==> src/rtl/sdr_seq_pkg.sv <==
package sdr_seq_pkg;
  typedef enum logic [2:0] {
    CMD_NORMAL = 3'd0,
    CMD_NOP    = 3'd1,
    CMD_PREALL = 3'd2,
    CMD_MRS    = 3'd3,
    CMD_CBR    = 3'd4
  } sdr_cmd_e;

  typedef enum logic [1:0] {
    ST_IDLE  = 2'd0,
    ST_WAIT  = 2'd1,
    ST_BCAST = 2'd2
  } seq_st_e;

  localparam int MRA_W = 13;
  // mode words: lower half / upper half (address lines inverted for upper pair)
  localparam logic [MRA_W-1:0] MRA_LO_CL3 = 13'h01D0;
  localparam logic [MRA_W-1:0] MRA_HI_CL3 = 13'h1E28;
  localparam logic [MRA_W-1:0] MRA_LO_CL2 = 13'h0150;
  localparam logic [MRA_W-1:0] MRA_HI_CL2 = 13'h1EA8;
endpackage

==> src/rtl/sdr_row_sel.sv <==
module sdr_row_sel
  import sdr_seq_pkg::*;
#(
  parameter int NROWS = 8,
  parameter int BW    = 8,
  localparam int IW   = (NROWS > 1) ? $clog2(NROWS) : 1
) (
  input  logic [NROWS*BW-1:0] bounds_i,
  input  logic [IW-1:0]       row_i,
  input  logic                cas_l3_i,
  input  sdr_cmd_e            cmd_i,
  output logic                hit_o,
  output logic [BW-1:0]       prev_o,
  output logic [MRA_W-1:0]    mra_o
);
  localparam int HALF = NROWS / 2;

  logic [BW-1:0] cur_bnd;
  logic          upper;

  always_comb begin
    cur_bnd = bounds_i[int'(row_i)*BW +: BW];
    if (row_i == '0) prev_o = '0;
    else             prev_o = bounds_i[(int'(row_i) - 1)*BW +: BW];
    hit_o = (cur_bnd > prev_o);
    upper = (int'(row_i) >= HALF);
    if (cmd_i == CMD_MRS) begin
      if (upper) mra_o = cas_l3_i ? MRA_HI_CL3 : MRA_HI_CL2;
      else       mra_o = cas_l3_i ? MRA_LO_CL3 : MRA_LO_CL2;
    end else begin
      mra_o = '0;
    end
  end
endmodule

==> src/rtl/sdr_refresh_timer.sv <==
module sdr_refresh_timer #(
  parameter int REF_BASE = 1560,
  localparam int MAXP    = REF_BASE * 16,
  localparam int CW      = $clog2(MAXP + 1)
) (
  input  logic       clk,
  input  logic       rst,
  input  logic       enable_i,
  input  logic [2:0] rate_i,
  output logic       tick_o
);
  logic [CW-1:0] period;
  logic [CW-1:0] cnt_q;

  always_comb begin
    case (rate_i)
      3'd1, 3'd2, 3'd3, 3'd4, 3'd5: period = CW'(REF_BASE) << (rate_i - 3'd1);
      default:                      period = '0;
    endcase
  end

  always_ff @(posedge clk) begin
    if (rst) begin
      cnt_q  <= '0;
      tick_o <= 1'b0;
    end else if (!enable_i || period == '0) begin
      cnt_q  <= '0;
      tick_o <= 1'b0;
    end else if (cnt_q >= period - 1'b1) begin
      cnt_q  <= '0;
      tick_o <= 1'b1;
    end else begin
      cnt_q  <= cnt_q + 1'b1;
      tick_o <= 1'b0;
    end
  end


  tick_single_chk: assert property (@(posedge clk) disable iff (rst)
    tick_o |=> !tick_o);
endmodule

==> src/rtl/sdr_init_seq.sv <==
module sdr_init_seq
  import sdr_seq_pkg::*;
#(
  parameter int NROWS    = 8,
  parameter int BW       = 8,
  parameter int T_PWR    = 20000,
  parameter int T_RP     = 3,
  parameter int T_RC     = 7,
  parameter int T_MRD    = 2,
  parameter int N_CBR    = 8,
  parameter int REF_BASE = 1560
) (
  input  logic                clk,
  input  logic                rst,
  input  logic                start_i,
  input  logic [2:0]          mode_sel_i,
  input  logic [NROWS*BW-1:0] row_bound_i,
  input  logic                cas_l3_i,
  input  logic [2:0]          ref_rate_i,
  output logic [NROWS-1:0]    row_cs_o,
  output logic [2:0]          cmd_o,
  output logic [12:0]         mra_o,
  output logic [BW-1:0]       row_base_o,
  output logic                refresh_tick_o,
  output logic                done_o
);
  localparam int IW   = (NROWS > 1) ? $clog2(NROWS) : 1;
  localparam int DM1  = (T_PWR > T_RP) ? T_PWR : T_RP;
  localparam int DM2  = (T_RC > T_MRD) ? T_RC : T_MRD;
  localparam int DMAX = (DM1 > DM2) ? DM1 : DM2;
  localparam int WCW  = $clog2(DMAX + 1);
  localparam int CBW  = $clog2(N_CBR + 1);

  seq_st_e          st_q;
  sdr_cmd_e         cur_q, next_q;
  logic             auto_q, ref_en_q;
  logic [WCW-1:0]   wait_q;
  logic [IW-1:0]    row_q;
  logic [CBW-1:0]   cbr_q;

  logic             hit;
  logic [BW-1:0]    prev_bnd;
  logic [MRA_W-1:0] mra_nxt;
  logic             accept;

  assign accept = (st_q == ST_IDLE) && start_i && (mode_sel_i <= 3'd4);

  sdr_row_sel #(.NROWS(NROWS), .BW(BW)) u_row_sel (
    .bounds_i (row_bound_i),
    .row_i    (row_q),
    .cas_l3_i (cas_l3_i),
    .cmd_i    (cur_q),
    .hit_o    (hit),
    .prev_o   (prev_bnd),
    .mra_o    (mra_nxt)
  );

  sdr_refresh_timer #(.REF_BASE(REF_BASE)) u_ref_tmr (
    .clk      (clk),
    .rst      (rst),
    .enable_i (ref_en_q && (st_q == ST_IDLE) && !accept),
    .rate_i   (ref_rate_i),
    .tick_o   (refresh_tick_o)
  );

  always_ff @(posedge clk) begin
    if (rst) begin
      st_q       <= ST_IDLE;
      cur_q      <= CMD_NORMAL;
      next_q     <= CMD_NORMAL;
      auto_q     <= 1'b0;
      ref_en_q   <= 1'b0;
      wait_q     <= '0;
      row_q      <= '0;
      cbr_q      <= '0;
      done_o     <= 1'b0;
      row_cs_o   <= '0;
      cmd_o      <= CMD_NORMAL;
      mra_o      <= '0;
      row_base_o <= '0;
    end else begin
      row_cs_o   <= '0;
      cmd_o      <= CMD_NORMAL;
      mra_o      <= '0;
      row_base_o <= '0;
      case (st_q)
        ST_IDLE: begin
          if (accept) begin
            done_o   <= 1'b0;
            ref_en_q <= 1'b0;
            if (mode_sel_i == 3'd0) begin
              auto_q <= 1'b1;
              st_q   <= ST_WAIT;
              wait_q <= WCW'(T_PWR - 1);
              next_q <= CMD_NOP;
            end else begin
              auto_q <= 1'b0;
              st_q   <= ST_BCAST;
              cur_q  <= sdr_cmd_e'(mode_sel_i);
              row_q  <= '0;
            end
          end
        end
        ST_WAIT: begin
          if (wait_q == '0) begin
            if (next_q == CMD_NORMAL) begin
              st_q     <= ST_IDLE;
              done_o   <= 1'b1;
              ref_en_q <= 1'b1;
            end else begin
              st_q  <= ST_BCAST;
              cur_q <= next_q;
              row_q <= '0;
            end
          end else begin
            wait_q <= wait_q - 1'b1;
          end
        end
        ST_BCAST: begin
          if (hit) begin
            row_cs_o   <= NROWS'(1) << row_q;
            cmd_o      <= cur_q;
            mra_o      <= mra_nxt;
            row_base_o <= prev_bnd;
          end
          if (row_q == IW'(NROWS - 1)) begin
            if (!auto_q) begin
              st_q   <= ST_IDLE;
              done_o <= 1'b1;
            end else begin
              st_q <= ST_WAIT;
              case (cur_q)
                CMD_NOP: begin
                  wait_q <= WCW'(T_PWR - 1);
                  next_q <= CMD_PREALL;
                end
                CMD_PREALL: begin
                  wait_q <= WCW'(T_RP - 1);
                  next_q <= CMD_CBR;
                  cbr_q  <= '0;
                end
                CMD_CBR: begin
                  wait_q <= WCW'(T_RC - 1);
                  cbr_q  <= cbr_q + 1'b1;
                  next_q <= (cbr_q == CBW'(N_CBR - 1)) ? CMD_MRS : CMD_CBR;
                end
                default: begin
                  wait_q <= WCW'(T_MRD - 1);
                  next_q <= CMD_NORMAL;
                end
              endcase
            end
          end else begin
            row_q <= row_q + 1'b1;
          end
        end
        default: st_q <= ST_IDLE;
      endcase
    end
  end


  reset_clear_chk: assert property (@(posedge clk)
    rst |=> (row_cs_o == '0 && !done_o && !refresh_tick_o && cmd_o == 3'd0));

  onehot_cs_chk: assert property (@(posedge clk) disable iff (rst)
    $onehot0(row_cs_o));

  strobe_cmd_chk: assert property (@(posedge clk) disable iff (rst)
    (row_cs_o != '0) |-> (cmd_o != 3'd0 && cmd_o <= 3'd4));

  mra_only_mrs_chk: assert property (@(posedge clk) disable iff (rst)
    (row_cs_o != '0 && cmd_o != CMD_MRS) |-> (mra_o == '0));

  tick_needs_done_chk: assert property (@(posedge clk) disable iff (rst)
    refresh_tick_o |-> done_o);

  done_no_strobe_chk: assert property (@(posedge clk) disable iff (rst)
    (done_o && $past(done_o)) |-> (row_cs_o == '0));
endmodule

==> config.mk <==
export PLATFORM = sky130hd
export DESIGN_NAME = sdr_init_seq
export DESIGN_NICKNAME = d
export VERILOG_FILES = /design/src/rtl/sdr_seq_pkg.sv /design/src/rtl/sdr_row_sel.sv /design/src/rtl/sdr_refresh_timer.sv /design/src/rtl/sdr_init_seq.sv
export SDC_FILE = /design/constraint.sdc
export NUM_CORES = 1
export LEC_CHECK = 0
export ABC_AREA = 1
export BUFFER_PORTS_ARGS = -buffer_cell sky130_fd_sc_hd__buf_2
export CAP_MARGIN = 20
export CORE_MARGIN = 5
export CORE_UTILIZATION = 51
export CTS_CLUSTER_SIZE = 25
export DETAILED_ROUTE_END_ITERATION = 10
export HOLD_SLACK_MARGIN = 0.05
export PLACE_DENSITY_LB_ADDON = 0.15
export RECOVER_POWER = 25
export SLEW_MARGIN = 5
export SYNTH_ARGS = -nofsm -noshare
export SYNTH_HDL_FRONTEND = slang
export SYNTH_SLANG_ARGS = --single-unit
==> constraint.sdc <==
create_clock -name clk -period 2.9 [get_ports clk]
set_input_delay 0 -clock clk [delete_from_list [all_inputs] [get_ports clk]]
set_output_delay 0 -clock clk [all_outputs]
set_load 0.01 [all_outputs]
After elaboration in Yosys (flattened, before gate mapping)
Cells that the tools add are included.
- flip-flop bits (word level): 81
- output and inout port bits: 34
- add/sub/neg operators: 7
- reductions and logical operators: 31
- equal/unequal tests: 24
- mux-type cells: 47
- shift operators: 4
- $lt $le $gt $ge: 4
- bitwise operators: 3
- operator list (kind ; count):
    2-to-1 mux 15 bit ; 6
    case mux 15 bit (3 select lines) ; 2
    indexed part select 64 x 32 -> 8 bit ; 1
    indexed part select 64 x 7 -> 8 bit ; 1
    2-to-1 mux 3 bit ; 14
    logical NOT 15 bit ; 2
    subtractor 15 x 1 -> 15 bit, second input constant ; 2
    2-to-1 mux 8 bit ; 3
    inequality test 2 bit, second input constant ; 10
    case mux 3 bit (3 select lines) ; 2
    AND reduction 6 bit ; 3
    adder 15 x 1 -> 15 bit, second input constant ; 1
    greater-or-equal comparator 15 bit ; 1
    << shifter 11 x 3 -> 15 bit, first input constant ; 1
    2-to-1 mux 13 bit ; 1
    == test 3 x 2 -> 1 bit, second input constant ; 4
    == test 3 bit, second input constant ; 4
    case mux 3 bit (2 select lines) ; 2
    2-to-1 mux 2 bit ; 5
    AND reduction 5 bit ; 2
    logical NOT 3 bit ; 3
    > comparator 8 bit ; 1
    2-to-1 mux 1 bit ; 8
    case mux 4 bit (2 select lines) ; 1
    other kinds (29) ; 40

Longest topological paths before layout
- word-level depth: 8
- gate-level depth with buffers: 23
- gate-level depth less buffers: 22

Cells and area by module
From an unflattened synthesis, not the netlist that was laid out.
- cells, all modules: 1030
- area, all modules: 6513.7 um2
- modules (own cells, without submodules) (module ; instances ; area each (um2) ; cells an instance ; sequential area each (um2)):
    sdr_init_seq ; 1 ; 3151.8 ; 448 ; 1301.2
    sdr_row_sel ; 1 ; 1727.9 ; 366 ; 0.0
    sdr_refresh_timer ; 1 ; 1634.1 ; 216 ; 320.3

Least setup slack after synthesis
No wires, ideal clock.
- path type: register -> register
- start point: register row_q[0]
- end point: register row_base_o[0]
- library setup time: 128 ps
- period minus slack after synthesis: 3086 ps
- path buffers: 4
- cell stages (with the launch flop): 17
- slack: -186 ps
- arrival: 2958 ps
- cells stage by stage: dfxtp_1 buf_2 inv_1 clkbuf_1 ha_1 ha_1 clkbuf_1 inv_1 nand3_1 nand3_1 ha_1 a21oi_1 o21a_1 nand2_1 nand2_1 clkbuf_1 nor2_1
- word-level cells in the longest chain between the ends: 6
- elaborated cells on any way between the ends: 8
- those cells by class: add/sub: 1; order compare: 1; shift: 2; mux: 1; bitwise: 1; reduce/logical: 2
- ends and longest elaborated chain (item ; RTL line ; text):
    start, declared ; sdr_init_seq.sv:38 ; logic [IW-1:0] row_q;
    start signal, assigned ; sdr_init_seq.sv:154 ; row_q <= row_q + 1'b1;
    subtractor 3 x 1 -> 4 bit ; sdr_row_sel.sv:24 ; else prev_o = bounds_i[(int'(row_i) - 1)*BW +: BW];
    indexed part select 64 x 32 -> 8 bit ; sdr_row_sel.sv:24 ;
    2-to-1 mux 8 bit ; sdr_row_sel.sv:23 ; if (row_i == '0) prev_o = '0;
    > comparator 8 bit ; sdr_row_sel.sv:25 ; hit_o = (cur_bnd > prev_o);
    inverter 1 bit (no line) ; n/a ;
    OR reduction 3 bit (no line) ; n/a ;
    end signal, assigned ; sdr_init_seq.sv:124 ; row_base_o <= prev_bnd;
    end, declared ; sdr_init_seq.sv:23 ; output logic [BW-1:0] row_base_o,
Parallel ways exist; a longest one is shown, timed or not.
A chain may end at the register's enable or synchronous reset.

Worst setup path after layout
- start point: register row_q[0]
- end point: register mra_o[11]
- word-level cells in the longest chain between the ends: 6
- elaborated cells on any way between the ends: 10
- those cells by class: add/sub: 1; order compare: 2; shift: 2; mux: 2; bitwise: 1; reduce/logical: 2
- ends and longest elaborated chain (item ; RTL line ; text):
    subtractor 3 x 1 -> 4 bit ; sdr_row_sel.sv:24 ;
    indexed part select 64 x 32 -> 8 bit ; sdr_row_sel.sv:24 ;
    2-to-1 mux 8 bit ; sdr_row_sel.sv:23 ;
    > comparator 8 bit ; sdr_row_sel.sv:25 ;
    inverter 1 bit (no line) ; n/a ;
    OR reduction 4 bit (no line) ; n/a ;
    end signal, assigned ; sdr_init_seq.sv:123 ; mra_o <= mra_nxt;
    end, declared ; sdr_init_seq.sv:22 ; output logic [12:0] mra_o,
Parallel ways exist; a longest one is shown, timed or not.

==> flow_summary.ini <==
[detailed_routing]
drt_iter0_markers = 430
vias_per_cell = 5.14
drc = 0
firstDrtPassIters = 5
ant_nets = 0
wire_per_inst_um = 12.6
drt_wl_total_um = 14000
via_count = 5715

[sta]
hold_violations = 0
setup_violations = 0
clock_skew_ps = 9.51
worst_slew_pin_slew_ps = 558
tns_ps = 0
maxSlewHeadroom = 0.627
holdWs_ps = 76.3
max_clock_freq_mhz = 369
fin_ws_ps = 188
finalCritPeriodShare = 0.935
min_period_ps = 2710
drv_slew = 0

[cells_and_area]
area_delta_synth_final_pct = 16.6
final_area_um2 = 6460
layout.nets = 1084
antenna_cells = 0
drive_above_1_share = 0.163

[synth]
synthMuxAreaShare = 0.00361
synth_cell_type_count = 37
synth-edff-count = 0
synth-compound-area-share = 0.185
synth_simple_gate_area_frac = 0.305
yosys.area_share.adder = 0.0971
synth_xor_area_frac = 0.0332
syn_inst = 869
ys_seq_elements = 71
synthArstFlopShare = 0
synth_area_leader_cell = dfxtp_1
seq_area_frac_synth = 0.256
synth_flop_cell = dfxtp_1
syn_area_um2 = 5540
synth_top_family_by_area = simple AND/OR/NAND/NOR gates
synth_top_cells_by_area = dfxtp_1 (26%), ha_1 (9.7%), nand2_1 (9.5%), inv_1 (7.7%), nor2_1 (7.7%)
synth_top_area_share = 0.256
syn_avg_cell_area_um2 = 6.38
yosys_warnings = 0

[pwr]
power_density_nw_per_um2 = 590
ir_drop_uv = 443
leakage_nw = 3.01

[cts]
clk_latency_ps = 350
htreeDepth = 3
clock_sinks = 71
clock_path_buffers = 2
cts_tree = yes
cts_root_buf = clkbuf_8
cts_made_buffers = 9
clkTransAtPathRegs_ps = 80

[global_routing]
grt.total_usage = 0.211
grt_max_degree = 112
grt_overflow_total = 0
grt_pass1_vias = 5211
antenna_found_initial = 0
grt_pass1_wl_um = 23000

[worst_setup_path]
path_common_cell = nand2_1
worstSetupPathType = flop to flop
cp.arrival_ps = 3000
setup.worst_path.end_class = flop
cp_slowest_stage_delay_ps = 350
reg2reg_to = mra_o[11]$_SDFF_PP0_
path_cells = inv_1 > ha_1 > ha_4 > clkinvlp_4 > nand3_1 > nand3_1 > ha_1 > nand2_1 > nor2_4 > nand2_1 > nand2_2 > nand2_1 > nor2_2 > nand3_2 > nor2_1
worstPathRequired_ps = 3190
regToRegSetupSlack_ps = 190
crit_family = simple AND/OR/NAND/NOR gates
ff2ff_path_depth = 15
cpMaxStageDelayCell = dfxtp_2
path_buf_inv = 2
worstSetupStartpointType = flop
rr_startpoint = row_q[0]$_SDFFE_PP0P_
critPathMaxFanout = 8

[placement]
dpl_cell_area_um2 = 6190
dp_hpwl_um = 10800
io_buffer_count = 104
place_congestion = 0.845
post-place-ws_ps = -64.7

[hold_path]
holdPathEnd = cur_q[0]$_SDFFE_PP0P_
min_from = mode_sel_i[0]
min_path_cells = 5
hold_path_class = primary input to flop

[floorplan]
start_util = 0.516
die-area_um2 = 13100
ios = 108
rows = 38
die_h_um = 114
dieWidth_um = 114
core_area_um2 = 10700

[job]
maxCapViolCount = 0

[status]
status = completed
## what timing repair did
| item | in CTS | in global routing |
|---|---|---|
| hold endpoints to repair | 9 | 0 |
| resized for setup | 0 | 11 |
| setup endpoints to repair | 0 | 27 |
| hold buffers | 3 | 0 |
| buffers inserted | 0 | 1 |
## state kept, by name (all words and copies together) (netlist names), 3 cells and up
| register | cells |
|---|---|
| u_ref_tmr.cnt_q | 15 |
| wait_q | 15 |
| row_base_o | 8 |
| row_cs_o | 8 |
| cbr_q | 4 |
| cmd_o | 3 |
| cur_q | 3 |
| mra_o | 3 |
| next_q | 3 |
| row_q | 3 |
## synth_stat cells, types with 2 or more instances
cell      number
nand3_1       76
nand4_1       11
nand2_2        8
nor2_1       114
buf_4         10
o21ai_0       84
nor2_4         3
mux2i_1        2
dfxtp_1       71
buf_1          3
nor2_2        17
a21oi_1       81
nand2_1      140
o22ai_1        2
ha_1          43
inv_1        114
nand3_2        2
clkbuf_1      23
o21a_1         5
nor3_1         6
xor2_1        14
buf_2          4
o211ai_1      16
xnor2_1        7
## cells in the final DEF, fill, tap and decap left out, drive strengths merged
master       netlist  final
o211ai            16     16
bufinv             0      2
conb               1      3
clkbuf            23     36
mux2i              2      2
or2                1      1
dlygate4sd3        0      3
a21oi             82     82
nand2b             1      1
o21a               5      5
ha                43     43
clkinv             0      2
a31oi              1      1
nor2             134    134
nand2            148    148
o21ai             84     84
o22ai              2      2
a31o               1      1
inv              115    114
nor3               6      6
dfxtp             71     71
nor4               1      1
nand3             79     79
nand4             12     12
xnor2              7      7
a211oi             1      1
xor2              14     14
clkinvlp           0      1
buf               19     99
## worst max-delay path by stage
stage | startpoint | to | cells past startpoint
global route | row_q[0]$_SDFFE_PP0P_ | mra_o[11]$_SDFF_PP0_ | 17
CTS | row_q[0]$_SDFFE_PP0P_ | mra_o[11]$_SDFF_PP0_ | 17
floorplan | row_q[0]$_SDFFE_PP0P_ | mra_o[11]$_SDFF_PP0_ | 18
global placement | ref_rate_i[0] | u_ref_tmr.cnt_q[14]$_SDFF_PP0_ | 22
finish | row_q[0]$_SDFFE_PP0P_ | mra_o[11]$_SDFF_PP0_ | 15
detailed placement | ref_rate_i[0] | u_ref_tmr.cnt_q[1]$_SDFF_PP0_ | 22
## cell type report
type	count	area [um^2]
clock buffers	11	141
clock inverters	4	70.1
fillers	1108	4280
inverters	115	435
multi-input cells	643	3510
flip-flops and latches	71	1420
well taps	140	175
repair buffers	127	707
## worst reg2reg max path, delay by kind of cell (launching register included)
kind / cells / cell delay, ps
adders and majority gates: 3 / 930
DFF: 1 / 350
and+or+nand+nor: 10 / 1130
buffers and inverters: 2 / 250
## where the power goes
group | internal, mW | leakage [nW] | switching, mW
clock network | 0.501 | 0.109 | 0.365
logic | 0.637 | 2.33 | 1.16
registers | 1.07 | 0.574 | 0.0782
total | 2.21 | 3.01 | 1.60
## layer usage
layer | track usage | share of wire
met2 | 0.351 | 0.47
met1 | 0.275 | 0.45
met5 | 0 | 0
met4 | 0.0863 | 0.028
met3 | 0.0317 | 0.051
## cell families after synthesis
kind of cell | Yosys count
compound gates | 192
mux | 2
flops | 71
other cells | 1
xor+xnor | 21
simple gates | 382
fa+ha+maj | 43
buf+inv | 157
## per-stage QoR
stage               utilization  std cells  total power, mW
floorplan                     -        871             2.53
global placement          0.576       1092             2.91
detailed placement        0.576       1092             2.93
CTS                       0.599       1110             3.81
global route              0.601       1111             4.19
finish                    0.601       1111             3.81
Note: power is estimated with default switching activity, not from simulation.
